### config.mk
export PLATFORM = sky130hd
export DESIGN_NAME = conv_trig_timer
export DESIGN_NICKNAME = d
export VERILOG_FILES = /design/src/rtl/trig_tmr_pkg.sv /design/src/rtl/trig_frz_ctl.sv /design/src/rtl/trig_tick_cnt.sv /design/src/rtl/trig_pulse.sv /design/src/rtl/conv_trig_timer.sv
export SDC_FILE = /design/constraint.sdc
export NUM_CORES = 1
export LEC_CHECK = 0
export CORE_UTILIZATION = 56
export DETAILED_ROUTE_END_ITERATION = 6
export GPL_TIMING_DRIVEN = 0
export PLACE_DENSITY = 0.95
export SYNTH_ARGS = -nofsm -noshare
export SYNTH_HDL_FRONTEND = slang
export SYNTH_SLANG_ARGS = --single-unit
export TNS_END_PERCENT = 5
### constraint.sdc
create_clock -name clk -period 6.1 [get_ports clk]
set_input_delay 1.22 -clock clk [delete_from_list [all_inputs] [get_ports clk]]
set_output_delay 1.22 -clock clk [all_outputs]
set_load 0.01 [all_outputs]
### src/rtl/trig_tmr_pkg.sv
package trig_tmr_pkg;

    typedef enum logic [1:0] {
        FZ_RUN   = 2'd0,
        FZ_DEFER = 2'd1,
        FZ_HOLD  = 2'd2
    } frz_state_e;

    typedef struct packed {
        logic clr;
        logic fire_ok;
    } frz_ctl_t;

    function automatic int period_exp(input int min_exp, input int code);
        return min_exp + code;
    endfunction

endpackage

### src/rtl/trig_frz_ctl.sv
module trig_frz_ctl
    import trig_tmr_pkg::*;
(
    input  logic       clk,
    input  logic       rst,
    input  logic       frz_act,
    input  logic       conv_busy,
    input  logic       mode_timer,
    output frz_state_e state,
    output frz_ctl_t   ctl
);
    frz_state_e state_q, state_d;

    always_comb begin
        state_d = state_q;
        unique case (state_q)
            FZ_RUN:   if (frz_act) state_d = conv_busy ? FZ_DEFER : FZ_HOLD;
            FZ_DEFER: begin
                if (!frz_act)       state_d = FZ_RUN;
                else if (!conv_busy) state_d = FZ_HOLD;
            end
            FZ_HOLD:  if (!frz_act) state_d = FZ_RUN;
            default:  state_d = FZ_RUN;
        endcase
    end

    always_comb begin
        ctl.clr = !mode_timer;
        unique case (state_q)
            FZ_RUN:   if (frz_act && !conv_busy) ctl.clr = 1'b1;
            FZ_DEFER: if (!frz_act || !conv_busy) ctl.clr = 1'b1;
            default:  ctl.clr = 1'b1;
        endcase
        ctl.fire_ok = (state_q == FZ_RUN) && !frz_act && mode_timer;
    end

    always_ff @(posedge clk) begin
        if (rst) state_q <= FZ_RUN;
        else     state_q <= state_d;
    end

    assign state = state_q;

    // a deferred freeze releases only through HOLD or RUN, never straight into DEFER again from HOLD
    a_r6_hold_not_defer: assert property (@(posedge clk) disable iff (rst)
        (state_q == FZ_HOLD) |=> (state_q != FZ_DEFER));
endmodule

### src/rtl/trig_tick_cnt.sv
module trig_tick_cnt #(
    parameter int CODE_W  = 4,
    parameter int MIN_EXP = 7,
    parameter int CNT_W   = MIN_EXP + (1 << CODE_W) - 1
) (
    input  logic              clk,
    input  logic              rst,
    input  logic              en,
    input  logic              clr,
    input  logic [CODE_W-1:0] code,
    output logic [CNT_W-1:0]  cnt,
    output logic              wrap
);
    localparam logic [CNT_W-1:0] ONE = CNT_W'(1);

    logic [CNT_W-1:0] cnt_q;
    logic [CNT_W-1:0] last;
    int               sh;

    always_comb begin
        sh   = trig_tmr_pkg::period_exp(MIN_EXP, int'(code));
        last = (ONE << sh) - ONE;
        wrap = en && !clr && (cnt_q >= last);
    end

    always_ff @(posedge clk) begin
        if (rst || clr)  cnt_q <= '0;
        else if (wrap)   cnt_q <= '0;
        else if (en)     cnt_q <= cnt_q + ONE;
    end

    assign cnt = cnt_q;

    // without an enable or a clear the count is frozen
    a_r2_hold_without_en: assert property (@(posedge clk) disable iff (rst)
        (!en && !clr) |=> $stable(cnt_q));
    // a wrap always lands on zero
    a_r3_wrap_to_zero: assert property (@(posedge clk) disable iff (rst)
        wrap |=> (cnt_q == '0));
endmodule

### src/rtl/trig_pulse.sv
module trig_pulse (
    input  logic clk,
    input  logic rst,
    input  logic wrap,
    input  logic fire_ok,
    output logic trig
);
    always_ff @(posedge clk) begin
        if (rst) trig <= 1'b0;
        else     trig <= wrap && fire_ok;
    end
endmodule

### src/rtl/conv_trig_timer.sv
module conv_trig_timer
    import trig_tmr_pkg::*;
#(
    parameter int CODE_W  = 4,
    parameter int MIN_EXP = 7,
    parameter int CNT_W   = MIN_EXP + (1 << CODE_W) - 1
) (
    input  logic              clk,
    input  logic              rst,
    input  logic              qclk_en,
    input  logic              mode_timer,
    input  logic [CODE_W-1:0] period_code,
    input  logic              frz_en,
    input  logic              sys_frz,
    input  logic              conv_busy,
    output logic              trig,
    output logic [CNT_W-1:0]  count
);
    logic       frz_act;
    logic       wrap;
    frz_state_e state;
    frz_ctl_t   ctl;

    assign frz_act = frz_en && sys_frz && mode_timer;

    trig_frz_ctl u_frz (
        .clk        (clk),
        .rst        (rst),
        .frz_act    (frz_act),
        .conv_busy  (conv_busy),
        .mode_timer (mode_timer),
        .state      (state),
        .ctl        (ctl)
    );

    trig_tick_cnt #(
        .CODE_W  (CODE_W),
        .MIN_EXP (MIN_EXP),
        .CNT_W   (CNT_W)
    ) u_cnt (
        .clk  (clk),
        .rst  (rst),
        .en   (qclk_en),
        .clr  (ctl.clr),
        .code (period_code),
        .cnt  (count),
        .wrap (wrap)
    );

    trig_pulse u_pulse (
        .clk     (clk),
        .rst     (rst),
        .wrap    (wrap),
        .fire_ok (ctl.fire_ok),
        .trig    (trig)
    );

    // trigger is a single-cycle pulse
    a_r3_one_cycle_trig: assert property (@(posedge clk) disable iff (rst)
        trig |=> !trig);
    // freeze seen with no conversion in flight zeroes the count next cycle
    a_r5_hold_zero: assert property (@(posedge clk) disable iff (rst)
        (frz_act && !conv_busy) |=> (count == '0 && !trig));
    // no trigger may leave while a deferred freeze is pending
    a_r6_no_trig_defer: assert property (@(posedge clk) disable iff (rst)
        (state == FZ_DEFER) |=> !trig);
    // outside timer mode the count is zero and silent
    a_r8_mode_off: assert property (@(posedge clk) disable iff (rst)
        !mode_timer |=> (count == '0 && !trig));
endmodule

==> results of run 1 <==
## stage by stage
step / utilization / worst slack [ns] / power [mW] / cell area [um2] / std cells
after floorplan: - / 2.909 / 0.1991 / 1814 / 225
after global placement: 0.7205 / 2.058 / 0.2134 / 2200 / 302
after detailed placement: 0.7205 / 2.008 / 0.2150 / 2200 / 302
after CTS: 0.7291 / 2.348 / 0.2912 / 2226 / 306
after global routing: 0.7291 / 2.064 / 0.3052 / 2226 / 306
final: 0.7291 / 2.269 / 0.2926 / 2226 / 306
## layer usage
layer  vias to the layer above  share of wire
met2                        72           0.48
met3                        16          0.057
met4                         0          0.025
met1                       810           0.44
met5                         -              0
li1                        866              -
## worst reg2reg max path: stages, from the launching register on
cell	delay, ns
sky130_fd_sc_hd__dfxtp_1	0.48
sky130_fd_sc_hd__ha_1	0.29
sky130_fd_sc_hd__a21oi_1	0.12
sky130_fd_sc_hd__o21ai_0	0.09
sky130_fd_sc_hd__a22oi_1	0.46
sky130_fd_sc_hd__nor2b_4	0.33
sky130_fd_sc_hd__a21oi_4	0.13
sky130_fd_sc_hd__buf_6	0.19
sky130_fd_sc_hd__nor2_1	0.11
## worst paths after layout
| kind | startpoint | end | slack, ns | cells after the start |
|---|---|---|---|---|
| worst min register to register | u_frz.state[0]$_SDFFE_PP0P_ | u_frz.state[1]$_SDFFE_PP0P_ | 0.48 | 1 |
| worst min-delay path | u_frz.state[0]$_SDFFE_PP0P_ | u_frz.state[1]$_SDFFE_PP0P_ | 0.48 | 1 |
| worst max register to register | u_cnt.cnt[15]$_SDFFE_PP0P_ | u_cnt.cnt[14]$_SDFFE_PP0P_ | 3.84 | 8 |
| worst max-delay path | period_code[2] | u_cnt.cnt[14]$_SDFFE_PP0P_ | 2.27 | 13 |
## cells by family after synthesis
group           count (synthesis)
buf+inv                        11
flops                          25
simple gates                  101
fa+ha+maj                      24
xor+xnor                       17
compound gates                 42
other cells                     2
## final cells by class
type,instances,share of cell area
clock buffers,4,0.01180
well taps,44,0.02473
flip-flops and latches,25,0.2248
repair buffers,33,0.1484
multi-input cells,189,0.5683
inverters,6,0.01012
plain buffers,5,0.01180
## synthesized netlist by cell type (all sizes together)
cell type  instances
or2                2
a21o               3
o221ai             1
conb               2
a2111oi            1
buf                1
or3                2
a21oi             19
a31oi              1
nand4             10
a22oi              1
o31ai              1
xor2              13
ha                24
nand3             11
nor2              27
o211ai             3
or3b               1
dfxtp             25
o311ai             1
a211oi             1
and2               2
nand2b             3
nand2             24
nor3               6
nor2b              2
nand4b             2
inv                6
and3               7
xnor2              4
o21ai             10
nor4               1
clkbuf             4
nand3b             1
## placed cells by master (no fill, tap or decap), drive strengths merged, types with 7 or more instances in the layout
master         synthesis  routed
ha                    24      24
and3                   7       7
clkdlybuf4s50          0      33
a21oi                 19      19
nor2                  27      27
xor2                  13      13
nand4                 10      10
nand2                 24      24
clkbuf                 4       8
nand3                 11      11
o21ai                 10      10
dfxtp                 25      25
## sequential cells by signal, summed over array words and instances (netlist names)
signal	cells
u_cnt.cnt	22
u_pulse.trig	1
u_frz.state	2
## report_power, final
group	switching, mW	leakage [nW]	internal (mW)
Sequential	0.000727	0.201	0.164
Combinational	0.0291	0.670	0.0204
Clock	0.0528	0.0150	0.0257
Total	0.0826	0.887	0.210
==> results.json, run 1 <==
{
  "run_status": "completed",
  "critical-path-max-stage-delay_ns": 0.55,
  "route.detailed.vias_per_inst": 5.765,
  "worst_path_buffer_plus_inverter_count": 3,
  "cp_data_arrival_time_ns": 4.11,
  "initial_core_util": 0.5906,
  "synth.largest_area_cell": "sky130_fd_sc_hd__dfxtp_1",
  "core_um2": 3053,
  "globalRoute.busiestLayer": "met2",
  "detailedRoute.firstIterationViolations": 188,
  "postRouteWirelength_um": 4284,
  "drive_above_1_share": 0.05344,
  "cts_hold_repair.buffers": 0,
  "cts_max_path_buffers": 2,
  "crit_path_frequent_cell": "sky130_fd_sc_hd__nor2_1",
  "timing.critical_path.max_delay_family": "buffers and inverters",
  "die_h_um": 58.74,
  "grt_overflow": 0,
  "postRouteAntennaNets": 0,
  "clkSlewWorstSetupHoldPaths_ns": 0.14,
  "worstMarginPinSlew_ns": 0.5450,
  "irDropWorstVdd_v": 0.0001517,
  "maxCapViolCount": 0,
  "synth_cell_type_count": 39,
  "synth_top_family_by_area": "simple AND/OR/NAND/NOR gates",
  "routedWlPerCell_um": 14.00,
  "syn-instance-count": 222,
  "final.setup_skew_ns": 0.005559,
  "pins_over_slew_limit": 0,
  "rsz_0062_raised_after_global_routing": "no",
  "cts.root.buffer_cell": "sky130_fd_sc_hd__clkbuf_4",
  "grt_pass1_wl_um": 6989,
  "final_period_minus_worst_setup_slack_ns": 3.831,
  "synthesis.area_um2": 1803,
  "worst_skew_late_latency_ns": 0.33,
  "synth.area.top_cells": "sky130_fd_sc_hd__dfxtp_1 28%, sky130_fd_sc_hd__ha_1 17%, sky130_fd_sc_hd__xor2_1 6.3%",
  "dieWidth_um": 58.74,
  "power.density_cell_area_nw_per_um2": 131.5,
  "cts-buffers-inserted": 3,
  "via_count": 1764,
  "min_period_over_period": 0.6281,
  "placementRows": 20,
  "combined_area_of_the_multi_input_logic_cells_um2": 1265,
  "cp_cell_sequence": "clkdlybuf4s50_1, clkbuf_1, a21oi_1, nor2_1, nor2_1, ha_1, nand2_1, o21ai_0, a22oi_1, nor2b_4, a21oi_4, buf_6, nor2_1",
  "grt_antenna_before_repair": 0,
  "yosys-mux-area-fraction": 0,
  "worst_slew_margin_rel": 0.6339,
  "final_net_count": 298,
  "design.die.area_um2": 3450,
  "critical_path.endpoint_type": "register",
  "grt.total_usage": 0.2619,
  "antenna_cells_inserted": 0,
  "maximum_number_of_pins_on_one_net_before_global_route_repair": 14,
  "slowest_stage": "sky130_fd_sc_hd__clkdlybuf4s50_1",
  "synth_fa_ha_area_frac": 0.1666,
  "finalHoldWorstSlack_ns": 0.4833,
  "crit_required_ns": 6.38,
  "place.port_buffers": 33,
  "filler_cell_count": 246,
  "tritoncts_clock_tree": "built",
  "clock_sink_count": 25,
  "simple_gate_portion_of_the_synthesized_area": 0.2929,
  "critPathKind": "in2reg",
  "area.growth.synth_to_final_pct": 23.46,
  "synthDominantCellAreaShare": 0.2776,
  "drt_drc_violations_left": 0,
  "globalRouteMet2Util": 0.4351,
  "dp_hpwl_um": 3285,
  "synth_compound_gate_area_share": 0.1492,
  "setup.worst_path.start_class": "primary input",
  "cts_resized": 0,
  "grt_util_met3": 0.05714,
  "boundaryPins": 34,
  "htree_levels": 1,
  "firstDrtPassIters": 4,
  "post_synthesis_register_bit_count": 25,
  "synth_warnings": 0,
  "postSynthAreaPerCell_um2": 8.122,
  "setup_viol": 0,
  "globalplace.congestion": 0.8790,
  "vias_in_the_first_global_route": 1594,
  "maximum_net_fanout_on_the_critical_path": 10,
  "met1_usage": 0.3293,
  "cts_setup_buffers": 0,
  "p_leak_nw": 0.8866,
  "hold_path_class": "reg2reg",
  "synthXorXnorAreaFrac": 0.08258,
  "final-hold-violation-count": 0,
  "fmaxAchievable_ghz": 0.2610,
  "finalSetupTns_ns": 0,
  "register_area_share_after_synthesis": 0.2776,
  "regArea_um2": 500.5
}
(Power assumes the default switching activity.)
==> inputs of run 2 (changes only) <==
--- a/config.mk
+++ b/config.mk
@@ -5,10 +5,10 @@
 export SDC_FILE = /design/constraint.sdc
 export NUM_CORES = 1
 export LEC_CHECK = 0
-export CORE_UTILIZATION = 56
+export CORE_UTILIZATION = 47
 export DETAILED_ROUTE_END_ITERATION = 6
 export GPL_TIMING_DRIVEN = 0
-export PLACE_DENSITY = 0.95
+export PLACE_DENSITY = 0.86
 export SYNTH_ARGS = -nofsm -noshare
 export SYNTH_HDL_FRONTEND = slang
 export SYNTH_SLANG_ARGS = --single-unit
==> constraint.sdc (replaced) <==
create_clock -name clk -period 3.1 [get_ports clk]
set_input_delay 0.62 -clock clk [delete_from_list [all_inputs] [get_ports clk]]
set_output_delay 0.62 -clock clk [all_outputs]
set_load 0.01 [all_outputs]
==> results.json, run 2 (synthesized netlist as in run 1, its figures left out) <==
{
  "run_status": "completed",
  "cts_max_path_buffers": 2,
  "drive_above_1_share": 0.08679,
  "worst_skew_late_latency_ns": 0.27,
  "setup.worst_path.start_class": "primary input",
  "cp_data_arrival_time_ns": 3.10,
  "detailedRoute.firstIterationViolations": 113,
  "grt.total_usage": 0.2172,
  "design.die.area_um2": 4088,
  "irDropWorstVdd_v": 0.0001746,
  "critPathKind": "in2reg",
  "cts-buffers-inserted": 3,
  "maximum_number_of_pins_on_one_net_before_global_route_repair": 15,
  "stdcell_count": 313,
  "worst-r2r-setup-slack_ns": 1.04,
  "via_count": 1729,
  "dp_hpwl_um": 3069,
  "placementRows": 22,
  "boundaryPins": 34,
  "hold_path_class": "reg2reg",
  "hold_path_end": "u_frz.state[1]$_SDFFE_PP0P_",
  "drt_drc_violations_left": 0,
  "layout.cells.most_common_list": "31 x sky130_fd_sc_hd__clkdlybuf4s50_1, 26 x sky130_fd_sc_hd__nor2_1, 25 x sky130_fd_sc_hd__dfxtp_1",
  "filler_cell_count": 309,
  "final.setup_skew_ns": 0.004915,
  "worst_slew_margin_rel": 0.6386,
  "critical_path.endpoint_type": "register",
  "initial_core_util": 0.4925,
  "clkSlewWorstSetupHoldPaths_ns": 0.09,
  "pins_over_slew_limit": 0,
  "place.port_buffers": 33,
  "antenna_cells_inserted": 0,
  "regArea_um2": 500.5,
  "rsz_0062_raised_after_global_routing": "no",
  "final-hold-violation-count": 0,
  "cts_hold_repair.buffers": 0,
  "most_common_cell_after_layout_fill_and_taps_aside": "sky130_fd_sc_hd__clkdlybuf4s50_1",
  "tritoncts_clock_tree": "built",
  "fmaxAchievable_ghz": 0.3419,
  "route.detailed.vias_per_inst": 5.524,
  "largest_reg_flops": 22,
  "rr_startpoint": "u_cnt.cnt[21]$_SDFFE_PP0P_",
  "rr_endpoint": "u_cnt.cnt[21]$_SDFFE_PP0P_",
  "crit_required_ns": 3.27,
  "min_delay_path_depth": 1,
  "grt_overflow": 0,
  "min_period_over_period": 0.9434,
  "power.density_cell_area_nw_per_um2": 269.1,
  "worst_hold_startpoint": "u_frz.state[0]$_SDFFE_PP0P_",
  "final_net_count": 301,
  "final_period_minus_worst_setup_slack_ns": 2.925,
  "grt_pass1_wl_um": 7182,
  "setup_viol": 0,
  "cts.root.buffer_cell": "sky130_fd_sc_hd__clkbuf_8",
  "grt_antenna_before_repair": 0,
  "globalplace.congestion": 0.8571,
  "p_leak_nw": 0.9374,
  "ff2ff_path_depth": 8,
  "area.growth.synth_to_final_pct": 27.69,
  "vias_in_the_first_global_route": 1586,
  "dieWidth_um": 63.94,
  "maximum_net_fanout_on_the_critical_path": 10,
  "final_design_area_no_fill_um2": 2302,
  "die_h_um": 63.94,
  "clock_sink_count": 25,
  "worstMarginPinSlew_ns": 0.5380,
  "postRouteAntennaNets": 0,
  "htree_levels": 1,
  "place.detailed.instances": 306,
  "dpl-instance-area_um2": 2205,
  "combined_area_of_the_multi_input_logic_cells_um2": 1286,
  "maxCapViolCount": 0,
  "firstDrtPassIters": 4,
  "p_total_mw": 0.6195,
  "core_um2": 3661,
  "routedWlPerCell_um": 13.61,
  "postRouteWirelength_um": 4260
}
## run 2: layer usage
layer / GRT usage / vias up / wire [um]
met5: 0 / - / 0
met3: 0.03571 / 9 / 152
met1: 0.2845 / 809 / 1992
met4: 0.05966 / 0 / 63
met2: 0.3644 / 35 / 2051
li1: - / 876 / -
## run 2: worst max-delay path: stages
cell and delay, ns:
sky130_fd_sc_hd__clkdlybuf4s50_1 0.51, sky130_fd_sc_hd__clkbuf_2 0.22, sky130_fd_sc_hd__o311ai_0 0.17, sky130_fd_sc_hd__ha_1 0.33, sky130_fd_sc_hd__nand4_1 0.17, sky130_fd_sc_hd__nor4_4 0.36, sky130_fd_sc_hd__a21o_1 0.20, sky130_fd_sc_hd__a31oi_4 0.08
sky130_fd_sc_hd__a21oi_4 0.21, sky130_fd_sc_hd__buf_4 0.17, sky130_fd_sc_hd__nor2_1 0.05
## run 2: final cells by class
cell class              count  area share
clock inverters             1    0.002174
clock buffers               3     0.01793
repair buffers             36      0.1554
well taps                  48     0.02609
flip-flops and latches     25      0.2174
plain buffers               5     0.01250
multi-input cells         189      0.5587
inverters                   6    0.009783
## run 2: repair_timing
action                     4_1_cts  5_1_grt
buffers inserted                 0        3
setup endpoints to repair       13       21
cloned                           0        0
pin swaps                        0        2
resized for setup                4        4
## run 2: how the worst max path moves through the flow
stage,start,end,slack (ns)
finish,period_code[3],u_cnt.cnt[21]$_SDFFE_PP0P_,0.18
global route,period_code[3],u_cnt.cnt[16]$_SDFFE_PP0P_,0.02
CTS,period_code[1],u_cnt.cnt[8]$_SDFFE_PP0P_,0.02
detailed placement,period_code[2],u_cnt.cnt[8]$_SDFFE_PP0P_,-0.39
global placement,period_code[3],u_cnt.cnt[12]$_SDFFE_PP0P_,-0.36
floorplan,period_code[3],u_cnt.cnt[6]$_SDFFE_PP0P_,0.51
## run 2: report_power, final
group / leakage (nW) / internal, mW / switching (mW) / total [mW]
combinational: 0.710 / 0.0417 / 0.0579 / 0.0997
sequential: 0.201 / 0.322 / 0.00133 / 0.323
clock: 0.0255 / 0.0901 / 0.107 / 0.197
## run 2: per-stage QoR
step	setup TNS (ns)	hold WS, ns	utilization	setup WS (ns)
2_1_floorplan	0	0.4167	-	0.5087
3_3_place_gp	-6.281	0.4281	0.6022	-0.3589
3_5_place_dp	-6.794	0.4451	0.6022	-0.3942
4_1_cts	0	0.4527	0.6193	0.01649
5_1_grt	0	0.4677	0.6288	0.01607
6_report	0	0.4518	0.6288	0.1754
